$ cat src/rtl/lenfield_pkg.sv
package lenfield_pkg;
  typedef enum logic [1:0] {
    ST_IDLE = 2'd0,
    ST_LEN  = 2'd1,
    ST_PAR  = 2'd2,
    ST_ACK  = 2'd3
  } lf_state_e;
endpackage

$ cat src/rtl/lenfield_bitpath.sv
module lenfield_bitpath #(
  parameter int LEN_W = 8
) (
  input  logic             clk,
  input  logic             rst,
  input  logic             load_i,
  input  logic             talk_i,
  input  logic [LEN_W-1:0] tx_val_i,
  input  logic             shift_i,
  input  logic             talk_q_i,
  input  logic             line_i,
  output logic [LEN_W-1:0] sr_o,
  output logic             par_o,
  output logic             last_o
);
  localparam int SLOT_W = (LEN_W > 1) ? $clog2(LEN_W) : 1;
  localparam logic [SLOT_W-1:0] LAST_SLOT = SLOT_W'(LEN_W - 1);

  logic [LEN_W-1:0]  sr_q;
  logic [SLOT_W-1:0] slot_q;
  logic              next_bit;

  // sender rotates its own value so it ends back in place; listener shifts the line in
  assign next_bit = talk_q_i ? sr_q[LEN_W-1] : line_i;

  always_ff @(posedge clk) begin
    if (rst) begin
      sr_q   <= '0;
      slot_q <= '0;
    end else if (load_i) begin
      sr_q   <= talk_i ? tx_val_i : '0;
      slot_q <= '0;
    end else if (shift_i) begin
      sr_q   <= {sr_q[LEN_W-2:0], next_bit};
      slot_q <= slot_q + 1'b1;
    end
  end

  assign sr_o   = sr_q;
  assign par_o  = ^sr_q;
  assign last_o = (slot_q == LAST_SLOT);
endmodule

$ cat src/rtl/lenfield_ctl.sv
module lenfield_ctl
  import lenfield_pkg::*;
#(
  parameter int LEN_W = 8,
  parameter int CNT_W = LEN_W + 1
) (
  input  logic             clk,
  input  logic             rst,
  input  logic             abort_i,
  input  logic             start_i,
  input  logic             talk_i,
  input  logic             bcast_i,
  input  logic             bit_stb_i,
  input  logic             line_i,
  input  logic [LEN_W-1:0] sr_i,
  input  logic             par_i,
  input  logic             last_i,
  output lf_state_e        st_o,
  output logic             talk_q_o,
  output logic             bcast_q_o,
  output logic             load_o,
  output logic             shift_o,
  output logic             proceed_o,
  output logic             quit_o,
  output logic [CNT_W-1:0] count_o
);
  lf_state_e        st_q;
  logic             talk_q, bcast_q, proceed_q, quit_q;
  logic [CNT_W-1:0] count_q;
  logic [CNT_W-1:0] decoded;
  logic             par_bad;

  // zero encodes the full 2**LEN_W byte count
  assign decoded = (sr_i == '0) ? {1'b1, {LEN_W{1'b0}}} : {1'b0, sr_i};
  assign par_bad = par_i ^ line_i;

  assign load_o  = (st_q == ST_IDLE) && start_i && !abort_i;
  assign shift_o = (st_q == ST_LEN) && bit_stb_i && !abort_i;

  always_ff @(posedge clk) begin
    if (rst) begin
      st_q      <= ST_IDLE;
      talk_q    <= 1'b0;
      bcast_q   <= 1'b0;
      proceed_q <= 1'b0;
      quit_q    <= 1'b0;
      count_q   <= '0;
    end else if (abort_i) begin
      st_q      <= ST_IDLE;
      proceed_q <= 1'b0;
      quit_q    <= 1'b0;
    end else begin
      proceed_q <= 1'b0;
      quit_q    <= 1'b0;
      unique case (st_q)
        ST_IDLE: begin
          if (start_i) begin
            st_q    <= ST_LEN;
            talk_q  <= talk_i;
            bcast_q <= bcast_i;
          end
        end
        ST_LEN: begin
          if (bit_stb_i && last_i) st_q <= ST_PAR;
        end
        ST_PAR: begin
          if (bit_stb_i) begin
            if (!talk_q && par_bad) begin
              quit_q <= 1'b1;
              st_q   <= ST_IDLE;
            end else if (bcast_q) begin
              proceed_q <= 1'b1;
              count_q   <= decoded;
              st_q      <= ST_IDLE;
            end else begin
              st_q <= ST_ACK;
            end
          end
        end
        ST_ACK: begin
          if (bit_stb_i) begin
            if (talk_q && line_i) begin
              quit_q <= 1'b1;
            end else begin
              proceed_q <= 1'b1;
              count_q   <= decoded;
            end
            st_q <= ST_IDLE;
          end
        end
        default: st_q <= ST_IDLE;
      endcase
    end
  end

  assign st_o      = st_q;
  assign talk_q_o  = talk_q;
  assign bcast_q_o = bcast_q;
  assign proceed_o = proceed_q;
  assign quit_o    = quit_q;
  assign count_o   = count_q;
endmodule

$ cat src/rtl/lenfield_drive.sv
module lenfield_drive
  import lenfield_pkg::*;
(
  input  lf_state_e st_i,
  input  logic      talk_q_i,
  input  logic      msb_i,
  input  logic      par_i,
  output logic      drive_o
);
  always_comb begin
    drive_o = 1'b1;
    unique case (st_i)
      ST_LEN:  drive_o = talk_q_i ? msb_i : 1'b1;
      ST_PAR:  drive_o = talk_q_i ? par_i : 1'b1;
      ST_ACK:  drive_o = talk_q_i;   // listener pulls low to acknowledge
      default: drive_o = 1'b1;
    endcase
  end
endmodule

$ cat src/rtl/lenfield_slot.sv
module lenfield_slot
  import lenfield_pkg::*;
#(
  parameter int LEN_W = 8,
  localparam int CNT_W = LEN_W + 1
) (
  input  logic             clk,
  input  logic             rst,
  input  logic             abort_i,
  input  logic             start_i,
  input  logic             talk_i,
  input  logic             bcast_i,
  input  logic [LEN_W-1:0] tx_len_i,
  input  logic             bit_stb_i,
  input  logic             line_i,
  output logic             drive_o,
  output logic             proceed_o,
  output logic             quit_o,
  output logic [CNT_W-1:0] count_o
);
  lf_state_e        st_w;
  logic             talk_q_w, bcast_q_w, load_w, shift_w, par_w, last_w;
  logic [LEN_W-1:0] sr_w;

  lenfield_bitpath #(.LEN_W(LEN_W)) bitpath_i (
    .clk      (clk),
    .rst      (rst),
    .load_i   (load_w),
    .talk_i   (talk_i),
    .tx_val_i (tx_len_i),
    .shift_i  (shift_w),
    .talk_q_i (talk_q_w),
    .line_i   (line_i),
    .sr_o     (sr_w),
    .par_o    (par_w),
    .last_o   (last_w)
  );

  lenfield_ctl #(.LEN_W(LEN_W), .CNT_W(CNT_W)) ctl_i (
    .clk       (clk),
    .rst       (rst),
    .abort_i   (abort_i),
    .start_i   (start_i),
    .talk_i    (talk_i),
    .bcast_i   (bcast_i),
    .bit_stb_i (bit_stb_i),
    .line_i    (line_i),
    .sr_i      (sr_w),
    .par_i     (par_w),
    .last_i    (last_w),
    .st_o      (st_w),
    .talk_q_o  (talk_q_w),
    .bcast_q_o (bcast_q_w),
    .load_o    (load_w),
    .shift_o   (shift_w),
    .proceed_o (proceed_o),
    .quit_o    (quit_o),
    .count_o   (count_o)
  );

  lenfield_drive drive_i (
    .st_i     (st_w),
    .talk_q_i (talk_q_w),
    .msb_i    (sr_w[LEN_W-1]),
    .par_i    (par_w),
    .drive_o  (drive_o)
  );
endmodule

$ cat config.mk
export PLATFORM = sky130hd
export DESIGN_NAME = lenfield_slot
export DESIGN_NICKNAME = d
export VERILOG_FILES = /design/src/rtl/lenfield_pkg.sv /design/src/rtl/lenfield_bitpath.sv /design/src/rtl/lenfield_ctl.sv /design/src/rtl/lenfield_drive.sv /design/src/rtl/lenfield_slot.sv
export SDC_FILE = /design/constraint.sdc
export NUM_CORES = 1
export LEC_CHECK = 0
export ABC_AREA = 1
export BUFFER_PORTS_ARGS = -buffer_cell sky130_fd_sc_hd__buf_4
export CORE_ASPECT_RATIO = 1.2
export CORE_MARGIN = 5
export CORE_UTILIZATION = 58
export DETAILED_ROUTE_END_ITERATION = 10
export GPL_TIMING_DRIVEN = 0
export PLACE_DENSITY = 0.83
export REMOVE_ABC_BUFFERS = 1
export SKIP_CTS_REPAIR_TIMING = 1
export SLEW_MARGIN = 20
export SYNTH_ARGS = -nofsm -noshare
export SYNTH_HDL_FRONTEND = slang
export SYNTH_SLANG_ARGS = --single-unit
$ cat constraint.sdc
create_clock -name clk -period 4.5 [get_ports clk]
set_clock_uncertainty 0.1 [all_clocks]
set_input_delay 0.225 -clock clk [delete_from_list [all_inputs] [get_ports clk]]
set_output_delay 0.225 -clock clk [all_outputs]
set_load 0.05 [all_outputs]
# Word-level counts from Yosys, hierarchy flattened
# Index checks and enable logic that the tools add are counted.
[op_classes]
muxes = 32
n_bitwise = 2
reduce_logical = 19
eq_ne = 11
n_addsub = 1
[op_table]
columns = ["cell", "n"]
rows = [
  ["two-way mux 9 bit", 6],
  ["two-way mux 8 bit", 3],
  ["case mux 9 bit (2 select lines)", 1],
  ["two-way mux 1 bit", 12],
  ["two-way mux 2 bit", 6],
  ["inequality test 2 bit, second input constant", 6],
  ["zero test 8 bit", 1],
  ["case mux 2 bit (4 select lines)", 1],
  ["XOR reduction 8 bit", 1],
  ["logical AND 1 bit", 7],
  ["AND reduction 7 bit", 1],
  ["== test 2 bit, second input constant", 2],
  ["case mux 1 bit (2 select lines)", 2],
  ["AND reduction 4 bit", 1],
  ["nonzero test 2 bit", 2],
  ["OR reduction 2 bit", 2],
  ["adder 3 x 1 -> 3 bit, second input constant", 1],
  ["== test 3 bit, second input constant", 1],
  ["case mux 1 bit (3 select lines)", 1],
  ["AND reduction 3 bit", 1],
  ["== test 2 x 1 -> 1 bit, second input constant", 1],
  ["zero test 1 bit", 2],
  ["zero test 2 bit", 1],
  ["inequality test 2 x 1 -> 1 bit, second input constant", 1],
  ["2 further kinds", 2],
]
[totals]
output_inout_bits = 12
regBits = 26

# Longest topological paths before layout
# Gate-level depths: netlist (run 1).
[depth]
word_depth = 6
depth_mapped = 14

# By module
# From an unflattened synthesis (run 1), not the netlist that was laid out.
[hier_totals]
hier_cells = 237
hier_area_um2 = 1483.9
[modules_own_cells]
columns = ["mod", "cells_each", "area_per_inst_um2", "instances"]
rows = [
  ["lenfield_ctl", 118, 779.5, 1],
  ["lenfield_bitpath", 107, 653.1, 1],
  ["lenfield_drive", 12, 51.3, 1],
]

# Worst setup path before layout (run 1)
# OpenSTA, ideal clock, no wires.
[synth_path]
path_type = "reg-to-output"
startpoint = "register bitpath_i.sr_q[2], in the netlist bitpath_i.sr_o[2]"
endpoint = "output drive_o"
path_stages_with_launch = 8
arrival_time_ns = 1.475
required_ns = 4.175
slack_ns = 2.700
path_cell_list = "dfxtp_1 > inv_1 > ha_1 > xnor2_1 > nand2_1 > nand2_1 > o21ai_0 > nand3_1"
[synth_between]
elab_chain_len = 3
[synth_rtl]
columns = ["element", "line_no", "rtl"]
rows = [
  ["from (decl)", "lenfield_bitpath.sv:19", "logic [LEN_W-1:0] sr_q;"],
  ["from (signal assigned)", "lenfield_bitpath.sv:31", "sr_q <= talk_i ? tx_val_i : '0;"],
  ["from (signal assigned)", "lenfield_bitpath.sv:34", "sr_q <= {sr_q[LEN_W-2:0], next_bit};"],
  ["XOR reduction 8 bit", "lenfield_bitpath.sv:40", "assign par_o = ^sr_q;"],
  ["two-way mux 1 bit", "lenfield_drive.sv:14", "ST_PAR: drive_o = talk_q_i ? par_i : 1'b1;"],
  ["case mux 1 bit (3 select lines)", "lenfield_drive.sv:12", "unique case (st_i)"],
  ["to (decl)", "lenfield_slot.sv:16", "output logic drive_o,"],
]
# No other way between the ends.

# Final worst setup path (run 1)
# Same ends and word-level chain as after synthesis.

==> flow_summary.ini, run 1 <==
[global_routing]
globalRouteOverflowTotal = 0
first_global_vias = 1376
grt_pass1_wl_mm = 5.664
track_usage = 0.1903
antenna_found_initial = 0
grt_max_degree = 21

[clock_tree]
clk_path_buf_depth = 2
h-tree-depth = 1
cts_tree = done
cts_root_buf = clkbuf_4
clock-sinks = 26
worstSkewPairLatency_ns = 0.31
numCtsBuffers = 3
clk_pin_slew_ns = 0.12

[detailed_routing]
final_antenna_net_count = 0
drtIter0Drc = 37
routed_wl_mm = 3.063
viasPerCell = 5.249
dr.pass1.iters = 4
vias = 1391
wl_per_cell_microns = 11.56
drcViolationCount = 0

[flow_run]
maxCapViolations = 0

[worst_setup_path]
cp_num_buf_inv = 3
critical_path.max_stage_delay_ns = 0.40
crit_type = register to output pin
cp_data_arrival_time_ns = 1.92
path_cells = inv_1, ha_1, inv_1, nand2_1, nand2_1, nand2_1, nand2_1, o21ai_0, nand3_1, buf_4
crit_top_cell = nand2_1
cp-start-kind = register
path_max_fanout = 4
crit_slowest_cell = dfxtp_1
end_kind = output pin
required_ns = 4.18
critPathTopFamily = flip-flops

[power_and_ir_drop]
power.density_mw_per_mm2 = 273.7
ir_worst_vdd_uv = 237.2
p_leak_nw = 0.8053

[synthesis]
yosys_warnings = 0
synth_seq_area_share = 0.3646
ys_ff_latch = 26
syn-instance-count = 211
yosys.cell_types.count = 25
syn_area_per_cell_sq_um = 6.766
syn_area_sq_mm = 0.001428

[floorplan]
die_h_microns = 64.35
die_x_microns = 55.29
initial_core_util = 0.6128
rows = 19
fp.coreArea_sq_mm = 0.002330
die_area_sq_mm = 0.003558
pin_count = 28

[timing]
worst_pin_slew_ns = 0.6235
min_period_ns = 2.248
setup_viol = 0
max-slew-margin-rel = 0.5821
maxSlewViolCount = 0
rsz0062_at_grt = false
min_period_over_period = 0.4995
fmax_mhz = 444.9
hold_violations = 0
fin_ws_ns = 2.252
finalSetupTns_ns = 0

[placed_design]
placed_cell_area_sq_mm = 0.001632
place_congestion = 0.9331
port-buffer-count = 27
dpl_worst_slack_ns = 2.017
dp_hpwl_mm = 2.467

[cells_and_area]
area_growth_pct = 16.21
final_area_sq_mm = 0.001659
final_cell_mix = nand2_1 (36), inv_1 (33), nor2_1 (31)
drive_gt1_frac = 0.1752
antenna_cells = 0
layout_commonest_cell = nand2_1
final_nets = 258

[worst_hold_path]
hold_class = input pin to register

[status]
status = complete, no violations
[state kept, by name (all words and copies together), names as in the netlist]
register and cells:
ctl_i.proceed_o 1, bitpath_i.sr_o 8, ctl_i.talk_q_o 1, ctl_i.count_o 9, ctl_i.quit_o 1, ctl_i.bcast_q_o 1
ctl_i.st_o 2, bitpath_i.slot_q 3
[routing by layer]
metal	GRT usage	up-vias	routed length (microns)
met5	0	-	0
met4	0.08511	0	55
met3	0.02414	6	123
met2	0.3402	31	1600
met1	0.2259	628	1283
li1	-	726	-
[Yosys cell counts]
master     n  area share
inv_2      1      0.0026
o21ai_0   23       0.081
buf_1      1      0.0026
ha_1       6       0.053
dfxtp_1   26        0.36
inv_1     33       0.087
nor3_4     1       0.011
nand4_4    1       0.015
o211ai_1   2       0.011
xnor2_1    1      0.0061
xor2_1     1      0.0061
nand2_2    5       0.022
nand2_1   36       0.095
clkbuf_1   2      0.0053
a21boi_0   1      0.0053
nand3_1   16       0.056
nor2_1    31       0.082
buf_6      1      0.0079
a31oi_1    2      0.0088
nor2_2     1      0.0044
nand3_2    1      0.0070
a21oi_1   13       0.046
nand4_1    2      0.0088
nor3_1     1      0.0035
buf_2      3       0.011
[stage by stage]
step           power, mW  hold slack [ns]  utilization  std cells
2_1_floorplan     0.3287           0.2599            -        204
3_3_place_gp      0.3559           0.3497       0.7003        262
3_5_place_dp      0.3625           0.3593       0.7003        262
4_1_cts           0.4577          0.01833       0.7100        265
5_1_grt           0.4891          0.01555       0.7121        265
6_report          0.4542          0.02952       0.7121        265
[tightest hold or removal path, delay by kind of cell]
kind	cells	cell delay, ns
buffers and inverters	1	0.08
and+or+nand+nor	2	0.11
[report_power, final]
part | internal [mW] | leakage [nW] | switching, mW
registers | 0.240 | 0.211 | 0.00754
clock network | 0.0314 | 0.0138 | 0.0639
logic | 0.0406 | 0.580 | 0.0711
total | 0.312 | 0.805 | 0.143
[logic make-up after synthesis]
| group | count (synthesis) | synth area share |
|---|---|---|
| simple gates | 95 | 0.3041 |
| compound gates | 41 | 0.1507 |
| buf+inv | 41 | 0.1157 |
| flops | 26 | 0.3646 |
| fa+ha+maj | 6 | 0.05258 |
| xor+xnor | 2 | 0.01227 |
[final timing paths]
kind,from,end,slack (ns),cells after the start
max,bitpath_i.sr_o[2],drive_o,2.25,10
min,bcast_i,ctl_i.bcast_q_o,0.03,3
max reg2reg,ctl_i.st_o[1],bitpath_i.sr_o[6],2.38,7
min reg2reg,bitpath_i.slot_q[1],bitpath_i.slot_q[1],0.39,2
[final cells by class]
cell class                 count  area [sq um]
sequential                    26         520.5
multi-input combinational    144         747.0
clock buffer                   3         22.52
fill                         215         670.6
inverter                      34         127.6
tap                           31         38.79
timing repair buffer          27         202.7
No activity file was read; power rests on OpenSTA's default activity.
==> run 2, diff against run 1 <==
CORE_UTILIZATION = 49   (was 58)
PLACE_DENSITY = 0.75   (was 0.83)
clock period = 1.9 ns   (was 4.5 ns; I/O delays follow)
==> flow_summary.ini, run 2 (synthesized netlist as in run 1, its figures left out) <==
[cells_and_area]
final_nets = 278
area_growth_pct = 37.95
layout_commonest_cell = nand2_1
drive_gt1_frac = 0.2863
largest_reg_flops = 9
antenna_cells = 0
fillers = 252
final_cell_mix = nand2_1 (34), buf_4 (33), nor2_1 (30)

[worst_hold_path]
min_path_cells = 4
hold_class = input pin to register
worstHoldStart = bit_stb_i
min_to = ctl_i.st_o[0]

[timing]
setup_viol = 1
fmax_mhz = 522.1
maxSlewViolCount = 0
max-slew-margin-rel = 0.6395
min_period_ns = 1.915
hold_violations = 0
rsz0062_at_grt = true
worst_pin_slew_ns = 0.5401
min_period_over_period = 1.008
fin_ws_ns = -0.01517

[worst_setup_path]
path_max_fanout = 4
crit_type = register to output pin
required_ns = 1.70
crit-reg2reg-launch = bitpath_i.sr_o[2]
cp-start-kind = register
cp_data_arrival_time_ns = 1.72
r2r-end = ctl_i.count_o[2]
reg2reg_depth = 13
rrSetupSlack_ns = 0.03
end_kind = output pin

[clock_tree]
numCtsBuffers = 3
clock-sinks = 26
clk_pin_slew_ns = 0.14
h-tree-depth = 1
cts_root_buf = clkbuf_4
clk_path_buf_depth = 2
cts_tree = done
worstSkewPairLatency_ns = 0.32

[detailed_routing]
viasPerCell = 5.042
drcViolationCount = 0
dr.pass1.iters = 4
wl_per_cell_microns = 11.48
vias = 1457
routed_wl_mm = 3.318
drtIter0Drc = 44
final_antenna_net_count = 0

[global_routing]
globalRouteOverflowTotal = 0
grt_pass1_wl_mm = 5.230
track_usage = 0.1547
grt_max_degree = 21
first_global_vias = 1263
antenna_found_initial = 0

[power_and_ir_drop]
ir_worst_vdd_uv = 585.0
p_total_mw = 1.301
p_leak_nw = 0.9212
power.density_mw_per_mm2 = 660.6

[floorplan]
rows = 21
fp.coreArea_sq_mm = 0.002785
die_area_sq_mm = 0.004098
die_x_microns = 59.28
pin_count = 28
die_h_microns = 69.13
initial_core_util = 0.5126

[flow_run]
maxCapViolations = 0

[placed_design]
dpl_worst_slack_ns = -0.4872
place_congestion = 0.8207
dp_hpwl_mm = 2.208
port-buffer-count = 27

[status]
status = complete, but fails checks
violations = negative setup slack
run 2: cell count changes in the layout (fill, tap and decap cells not counted), moves of 2 or more:
cell | previous run | this run
dfxtp_2 | 0 | 7
ha_4 | 0 | 4
ha_1 | 6 | 2
nand2_1 | 36 | 34
inv_2 | 1 | 10
dlygate4sd3_1 | 0 | 13
buf_4 | 27 | 33
dfxtp_1 | 26 | 18
inv_1 | 33 | 24
run 2: worst max path at each step:
| stage | start | endpoint | slack [ns] |
|---|---|---|---|
| floorplan | ctl_i.st_o[1] | bitpath_i.sr_o[0] | -0.03 |
| CTS | ctl_i.st_o[1] | bitpath_i.sr_o[3] | -0.52 |
| global route | bitpath_i.sr_o[2] | drive_o | -0.14 |
| finish | bitpath_i.sr_o[2] | drive_o | -0.02 |
| detailed placement | ctl_i.st_o[1] | bitpath_i.sr_o[3] | -0.49 |
| global placement | ctl_i.st_o[1] | bitpath_i.sr_o[0] | -0.51 |
run 2: critical path, stage by stage, from the launching register on:
cell and delay, ns:
dfxtp_4 0.40, inv_2 0.05, ha_4 0.27, inv_1 0.04
nand2_1 0.04, nand2_1 0.05, nand2_1 0.07, nand2_1 0.06
o21ai_1 0.13, nand3_1 0.12, buf_6 0.17
run 2: final cells by class:
type	instances	area [sq um]	area share
inverter	34	127.6	0.06480
multi-input combinational	144	824.5	0.4187
sequential	26	533.0	0.2706
clock inverter	1	30.03	0.01525
tap	34	42.54	0.02160
clock buffer	3	22.52	0.01144
timing repair buffer	47	389.1	0.1976
run 2: report_power, final:
part / leakage (nW) / switching (mW) / internal, mW
clock: 0.0279 / 0.167 / 0.213
sequential: 0.215 / 0.0196 / 0.570
combinational: 0.678 / 0.186 / 0.144
total: 0.921 / 0.373 / 0.928
run 2: stage by stage:
stage / TNS [ns] / hold WS [ns] / area [sq um] / cells / utilization
CTS: -6.301 / -0.1184 / 1688 / 269 / 0.6060
global placement: -5.566 / 0.2224 / 1635 / 265 / 0.5872
floorplan: -0.08500 / 0.1299 / 1390 / 204 / -
detailed placement: -5.581 / 0.2301 / 1635 / 265 / 0.5872
global route: -0.5286 / 0.04358 / 1969 / 289 / 0.7071
finish: -0.01517 / 0.03399 / 1969 / 289 / 0.7071
run 2: per-layer routing:
metal / vias up / routed length (microns) / track usage
met5: - / 0 / 0
met2: 35 / 1696 / 0.2527
met1: 651 / 1402 / 0.2048
li1: 763 / - / -
met3: 8 / 145 / 0.01866
met4: 0 / 74 / 0.05290
